## src/rtl/bootcfg_pkg.sv

```systemverilog
package bootcfg_pkg;

  typedef struct packed {
    logic [3:0] pattern;
    logic [2:0] ratio;
    logic       big_endian;
    logic [1:0] wmode;
    logic       timer_off;
    logic       bus32;
    logic [1:0] drive;
    logic [2:0] wdelay;
    logic       nofastmul;
  } bootcfg_t;

  // Frame positions (receiver decodes these)
  localparam int POS_PATTERN = 1;
  localparam int POS_RATIO   = 5;
  localparam int POS_ENDIAN  = 8;
  localparam int POS_WMODE   = 9;
  localparam int POS_TIMER   = 11;
  localparam int POS_BUS     = 12;
  localparam int POS_DRIVE   = 13;
  localparam int POS_WDELAY  = 15;
  localparam int POS_ZERO18  = 18;
  localparam int POS_FASTMUL = 19;
  localparam int FIELD_END   = 20;

  localparam logic [2:0] RATIO_RSVD  = 3'd7;
  localparam logic [1:0] WMODE_RSVD  = 2'b01;
  localparam logic [3:0] PATTERN_MAX = 4'd8;

  localparam logic [2:0] RATIO_SAFE   = 3'd0;
  localparam logic [1:0] WMODE_SAFE   = 2'b00;
  localparam logic [3:0] PATTERN_SAFE = 4'd0;

endpackage

```

## src/rtl/bootcfg_validate.sv

```systemverilog
module bootcfg_validate
  import bootcfg_pkg::*;
(
  input  bootcfg_t cfg_in,
  output bootcfg_t cfg_out,
  output logic     bad_ratio,
  output logic     bad_wmode,
  output logic     bad_pattern
);

  always_comb begin
    bad_ratio   = (cfg_in.ratio == RATIO_RSVD);
    bad_wmode   = (cfg_in.wmode == WMODE_RSVD);
    bad_pattern = (cfg_in.pattern > PATTERN_MAX);
    cfg_out         = cfg_in;
    if (bad_ratio)   cfg_out.ratio   = RATIO_SAFE;
    if (bad_wmode)   cfg_out.wmode   = WMODE_SAFE;
    if (bad_pattern) cfg_out.pattern = PATTERN_SAFE;
  end

endmodule

```

## src/rtl/bootcfg_frame_build.sv

```systemverilog
module bootcfg_frame_build
  import bootcfg_pkg::*;
#(
  parameter int FRAME_LEN = 256
) (
  input  bootcfg_t               cfg,
  output logic [FRAME_LEN-1:0]   frame
);

  assign frame[0]                            = 1'b0;
  assign frame[POS_PATTERN+3:POS_PATTERN]    = cfg.pattern;
  assign frame[POS_RATIO+2:POS_RATIO]        = cfg.ratio;
  assign frame[POS_ENDIAN]                   = cfg.big_endian;
  assign frame[POS_WMODE+1:POS_WMODE]        = cfg.wmode;
  assign frame[POS_TIMER]                    = cfg.timer_off;
  assign frame[POS_BUS]                      = cfg.bus32;
  assign frame[POS_DRIVE+1:POS_DRIVE]        = cfg.drive;
  assign frame[POS_WDELAY+2:POS_WDELAY]      = cfg.wdelay;
  assign frame[POS_ZERO18]                   = 1'b0;
  assign frame[POS_FASTMUL]                  = cfg.nofastmul;

  for (genvar i = FIELD_END; i < FRAME_LEN; i++) begin : g_pad
    assign frame[i] = 1'b0;
  end

endmodule

```

## src/rtl/bootcfg_clkdiv.sv

```systemverilog
module bootcfg_clkdiv #(
  parameter int DIV = 256
) (
  input  logic clk,
  input  logic rst,
  input  logic restart,
  input  logic run,
  output logic tick,
  output logic sclk
);

  localparam int CW   = (DIV > 1) ? $clog2(DIV) : 1;
  localparam int HALF = DIV / 2;
  localparam logic [CW-1:0] LAST = CW'(DIV - 1);

  logic [CW-1:0] cnt;
  logic [CW:0]   cnt_nx;

  assign tick   = run && (cnt == LAST);
  assign cnt_nx = {1'b0, cnt} + 1'b1;

  always_ff @(posedge clk) begin
    if (rst || restart) begin
      cnt  <= '0;
      sclk <= 1'b0;
    end else if (run) begin
      if (tick) begin
        cnt  <= '0;
        sclk <= 1'b0;
      end else begin
        cnt  <= cnt_nx[CW-1:0];
        sclk <= (cnt_nx >= (CW+1)'(HALF));
      end
    end else begin
      sclk <= 1'b0;
    end
  end

endmodule

```

## src/rtl/bootcfg_shifter.sv

```systemverilog
module bootcfg_shifter #(
  parameter int FRAME_LEN = 256
) (
  input  logic                 clk,
  input  logic                 rst,
  input  logic                 load,
  input  logic [FRAME_LEN-1:0] frame,
  input  logic                 tick,
  output logic                 sdata,
  output logic                 busy,
  output logic                 done
);

  localparam int IW = $clog2(FRAME_LEN);
  localparam logic [IW-1:0] LAST_IDX = IW'(FRAME_LEN - 1);

  logic [FRAME_LEN-1:0] shreg;
  logic [IW-1:0]        idx;

  always_ff @(posedge clk) begin
    if (rst) begin
      shreg <= '0;
      idx   <= '0;
      sdata <= 1'b0;
      busy  <= 1'b0;
      done  <= 1'b0;
    end else begin
      done <= 1'b0;
      if (load) begin
        shreg <= frame;
        idx   <= '0;
        sdata <= frame[0];
        busy  <= 1'b1;
      end else if (tick) begin
        if (idx == LAST_IDX) begin
          busy  <= 1'b0;
          done  <= 1'b1;
          sdata <= 1'b0;
        end else begin
          shreg <= shreg >> 1;
          sdata <= shreg[1];
          idx   <= idx + 1'b1;
        end
      end
    end
  end

endmodule

```

## src/rtl/bootcfg_serializer.sv

```systemverilog
module bootcfg_serializer
  import bootcfg_pkg::*;
#(
  parameter int DIV       = 256,
  parameter int FRAME_LEN = 256
) (
  input  logic       clk,
  input  logic       rst,
  input  logic       start,
  input  logic [3:0] cfg_pattern,
  input  logic [2:0] cfg_ratio,
  input  logic       cfg_big_endian,
  input  logic [1:0] cfg_wmode,
  input  logic       cfg_timer_off,
  input  logic       cfg_bus32,
  input  logic [1:0] cfg_drive,
  input  logic [2:0] cfg_wdelay,
  input  logic       cfg_nofastmul,
  output logic       ser_clk,
  output logic       ser_data,
  output logic       busy,
  output logic       done,
  output logic       cfg_err
);

  initial begin
    if (FRAME_LEN < FIELD_END) $error("FRAME_LEN too small for configuration fields");
    if (DIV < 2) $error("DIV must be at least 2");
  end

  bootcfg_t raw_cfg, safe_cfg;
  logic bad_ratio, bad_wmode, bad_pattern;
  logic [FRAME_LEN-1:0] frame;
  logic load, tick;

  always_comb begin
    raw_cfg.pattern    = cfg_pattern;
    raw_cfg.ratio      = cfg_ratio;
    raw_cfg.big_endian = cfg_big_endian;
    raw_cfg.wmode      = cfg_wmode;
    raw_cfg.timer_off  = cfg_timer_off;
    raw_cfg.bus32      = cfg_bus32;
    raw_cfg.drive      = cfg_drive;
    raw_cfg.wdelay     = cfg_wdelay;
    raw_cfg.nofastmul  = cfg_nofastmul;
  end

  assign load = start && !busy;

  bootcfg_validate u_validate (
    .cfg_in      (raw_cfg),
    .cfg_out     (safe_cfg),
    .bad_ratio   (bad_ratio),
    .bad_wmode   (bad_wmode),
    .bad_pattern (bad_pattern)
  );

  bootcfg_frame_build #(.FRAME_LEN(FRAME_LEN)) u_frame (
    .cfg   (safe_cfg),
    .frame (frame)
  );

  bootcfg_clkdiv #(.DIV(DIV)) u_div (
    .clk     (clk),
    .rst     (rst),
    .restart (load),
    .run     (busy),
    .tick    (tick),
    .sclk    (ser_clk)
  );

  bootcfg_shifter #(.FRAME_LEN(FRAME_LEN)) u_shift (
    .clk   (clk),
    .rst   (rst),
    .load  (load),
    .frame (frame),
    .tick  (tick),
    .sdata (ser_data),
    .busy  (busy),
    .done  (done)
  );

  always_ff @(posedge clk) begin
    if (rst)       cfg_err <= 1'b0;
    else if (load) cfg_err <= bad_ratio || bad_wmode || bad_pattern;
  end

endmodule

```

## config.mk

```make
export PLATFORM = sky130hd
export DESIGN_NAME = bootcfg_serializer
export DESIGN_NICKNAME = d
export VERILOG_FILES = /design/src/rtl/bootcfg_pkg.sv /design/src/rtl/bootcfg_validate.sv /design/src/rtl/bootcfg_frame_build.sv /design/src/rtl/bootcfg_clkdiv.sv /design/src/rtl/bootcfg_shifter.sv /design/src/rtl/bootcfg_serializer.sv
export SDC_FILE = /design/constraint.sdc
export NUM_CORES = 1
export LEC_CHECK = 0
export ABC_AREA = 1
export BUFFER_PORTS_ARGS = -buffer_cell sky130_fd_sc_hd__buf_2
export CAP_MARGIN = 0
export CORE_MARGIN = 2
export CORE_UTILIZATION = 58
export DETAILED_ROUTE_END_ITERATION = 8
export PLACE_DENSITY = 0.79
export SYNTH_ARGS = -nofsm -noshare
export SYNTH_HDL_FRONTEND = slang
export SYNTH_SLANG_ARGS = --single-unit
```

## constraint.sdc

```tcl
create_clock -name clk -period 1.8 [get_ports clk]
set_input_delay 0.09 -clock clk [delete_from_list [all_inputs] [get_ports clk]]
set_output_delay 0.09 -clock clk [all_outputs]
set_load 0.005 [all_outputs]
```

==> flow_metrics.tcl <==
set metrics [dict create \
    status "complete, no violations" \
    hold_violations 0 \
    reg2regPathDepth 7 \
    yosys_register_bits 40 \
    slowest_delay_ps 360 \
    totalNegativeSetupSlack_ps 0 \
    synth_xor_area_frac 0.0120 \
    slew_headroom 0.783 \
    synth_top_area_share 0.364 \
    wl_per_cell_um 11.0 \
    die_height_um 65.5 \
    crit_required_ps 2030 \
    antenna_found_initial 0 \
    grt_pass1_wl_um 7760 \
    synth_top_family_by_area "simple AND/OR/NAND/NOR gates" \
    drt_drc_violations_left 0 \
    grt.overflow.total 0 \
    dpl.hpwl_um 3120 \
    ant_nets 0 \
    routed_wl_um 4410 \
    post-cts-setup-buffers 0 \
    synth_area_leader_cell "dfxtp_1" \
    drive_gt1_frac 0.185 \
    fin_crit_ps 1650 \
    gp_congestion 0.841 \
    antenna_cells 0 \
    grtUsageTotal 0.235 \
    fin_skew_ps 4.96 \
    max_freq_mhz 606 \
    rsz0062_at_grt "false" \
    cts_tree "done" \
    r2r-end "u_shift.shreg[17]" \
    synth_edf_count 0 \
    avgSynthCellArea_um2 6.74 \
    synth_common_cells "nor2_1 (76), nand2_1 (70), dfxtp_1 (40)" \
    hold_buffers 0 \
    maxSlewViolCount 0 \
    vias 2016 \
    core_area_mm2 0.00366 \
    grt_max_degree 24 \
    endpoint "u_shift.shreg[17]" \
    die_w_um 65.5 \
    tightest_slew_ps 325 \
    synthArstFlopShare 0 \
    path_depth 7 \
    path_max_fanout 23 \
    h-tree-depth 2 \
    ir_drop_uv 448 \
    yosys.cell_count.top_type "nor2_1" \
    synth_ff_type "dfxtp_1" \
    synth_cell_type_count 29 \
    clk_latency_ps 300 \
    p_per_area_mw_per_mm2 714 \
    worstReg2RegStart "u_shift.idx[1]" \
    synthSimpleGateAreaFrac 0.399 \
    grt_pass1_vias 1843 \
    clk_path_buf_depth 2 \
    dr.pass1.iters 4 \
    fin_crit_sh 0.917 \
    synth_nets 350 \
    ys_seq_area_frac 0.364 \
    cp_top_family "simple AND/OR/NAND/NOR gates" \
    finalSetupViolCount 0 \
    critPathCaptureType "flip-flop" \
    power.leakage_nw 0.993 \
    cts_num_sinks 40 \
    vias_per_cell 5.04 \
    arrival_ps 1880 \
    fin_ws_ps 149 \
    synth_area_mm2 0.00220 \
    core.rowCount 22 \
    startpoint "u_shift.idx[1]" \
    synthAdderAreaFrac 0.0171 \
    numPortBuffers 25 \
    cts_resized 0 \
    fillers 338 \
    drt_iter0_drc 143 \
    clock-root-buffer "clkbuf_8" \
    start_util 0.600 \
    muxShareOfSynthArea 0 \
    setup.worst_path.start_class "flip-flop" \
    post-place-ws_ps 196 \
    hold_class "in2reg" \
    area_growth_pct 10.8 \
    io_pins 26 \
    syn-instance-count 326 \
    r2r_setup_slack_ps 150 \
    register_area_um2 801 \
    clk_pin_slew_ps 70 \
    path_cells "ha_1, inv_2, nor2_4, nand2_4, nand3_4, nand3_1, a21oi_2" \
    fin_util 0.665 \
    crit_path_top_delay_cell "dfxtp_1" \
    crit_buf_inv 1 \
    synth-compound-area-share 0.106 \
    die-area_mm2 0.00430 \
    multiInputGateArea_mm2 0.00117 \
    fin_nets 376 \
    netlist_top_cells_area "dfxtp_1 (36%), nor2_1 (13%), nand2_1 (12%)" \
    yosysWarnings 0 \
    maxCapViolations 0 \
    numCtsBuffers 5 \
    crit_type "reg2reg" \
]
[worst min-delay path, stage by stage]
cell and delay [ps]:
buf_2 100, nand2_1 60, a21oi_1 60
[flip-flops by register name, indices dropped and copies added, names as in the netlist]
signal         flops
u_shift.busy       1
u_div.sclk         1
u_div.cnt          8
u_shift.sdata      1
cfg_err            1
u_shift.shreg     19
u_shift.idx        8
u_shift.done       1
[cell usage in the layout (no fill, tap or decap), drive strengths merged]
cell type	n
nor2	83
nand2	73
dfxtp	40
inv	35
buf	31
nand3	30
a21oi	29
clkbuf	7
o21ai	7
nand4	4
xor2	3
ha	3
nor3	2
nand3b	1
a211oi	1
or2	1
nor4	1
o21a	1
[cell type report]
class / instances / area share
Clock buffer: 7 / 0.0396
Sequential cell: 40 / 0.329
Timing Repair Buffer: 31 / 0.0699
Multi-Input combinational cell: 239 / 0.482
Tap cell: 48 / 0.0247
Inverter: 35 / 0.0550
[metal layers]
metal,global-route usage,wire length (µm)
met1,0.286,2060
met2,0.393,2040
met3,0.0428,196
met4,0.125,117
met5,0,0
[worst min-delay path by stage]
stage	from	end	slack [ps]	cells past startpoint
2_1_floorplan	rst	u_shift.busy	170	1
3_3_place_gp	cfg_nofastmul	u_shift.shreg[19]	350	3
3_5_place_dp	cfg_nofastmul	u_shift.shreg[19]	370	3
4_1_cts	cfg_nofastmul	u_shift.shreg[19]	50	3
5_1_grt	cfg_nofastmul	u_shift.shreg[19]	60	3
6_report	cfg_nofastmul	u_shift.shreg[19]	60	3
[logic make-up (layout without fill, tap and decap cells)]
| kind of cell | after synthesis | after routing |
|---|---|---|
| simple gates | 195 | 195 |
| buf+inv | 47 | 73 |
| flops | 40 | 40 |
| compound gates | 38 | 38 |
| fa+ha+maj | 3 | 3 |
| xor+xnor | 3 | 3 |
[report_power, final]
| group | switching, W | total [W] | internal [W] |
|---|---|---|---|
| Clock | 0.000306 | 0.000647 | 0.000341 |
| Combinational | 0.0000996 | 0.000166 | 0.0000667 |
| Sequential | 0.0000153 | 0.000925 | 0.000910 |
[per-stage QoR]
step                      total power [W]  instance area (µm²)  hold slack [ps]  instances
after detailed placement          0.00111                 2340              372        393
after floorplan                   0.00106                 2200              168        326
after global routing              0.00181                 2430             61.9        400
after global placement            0.00111                 2340              348        393
after CTS                         0.00176                 2430             52.5        400
final                             0.00174                 2430             55.4        400
(Power assumes the default switching activity.)
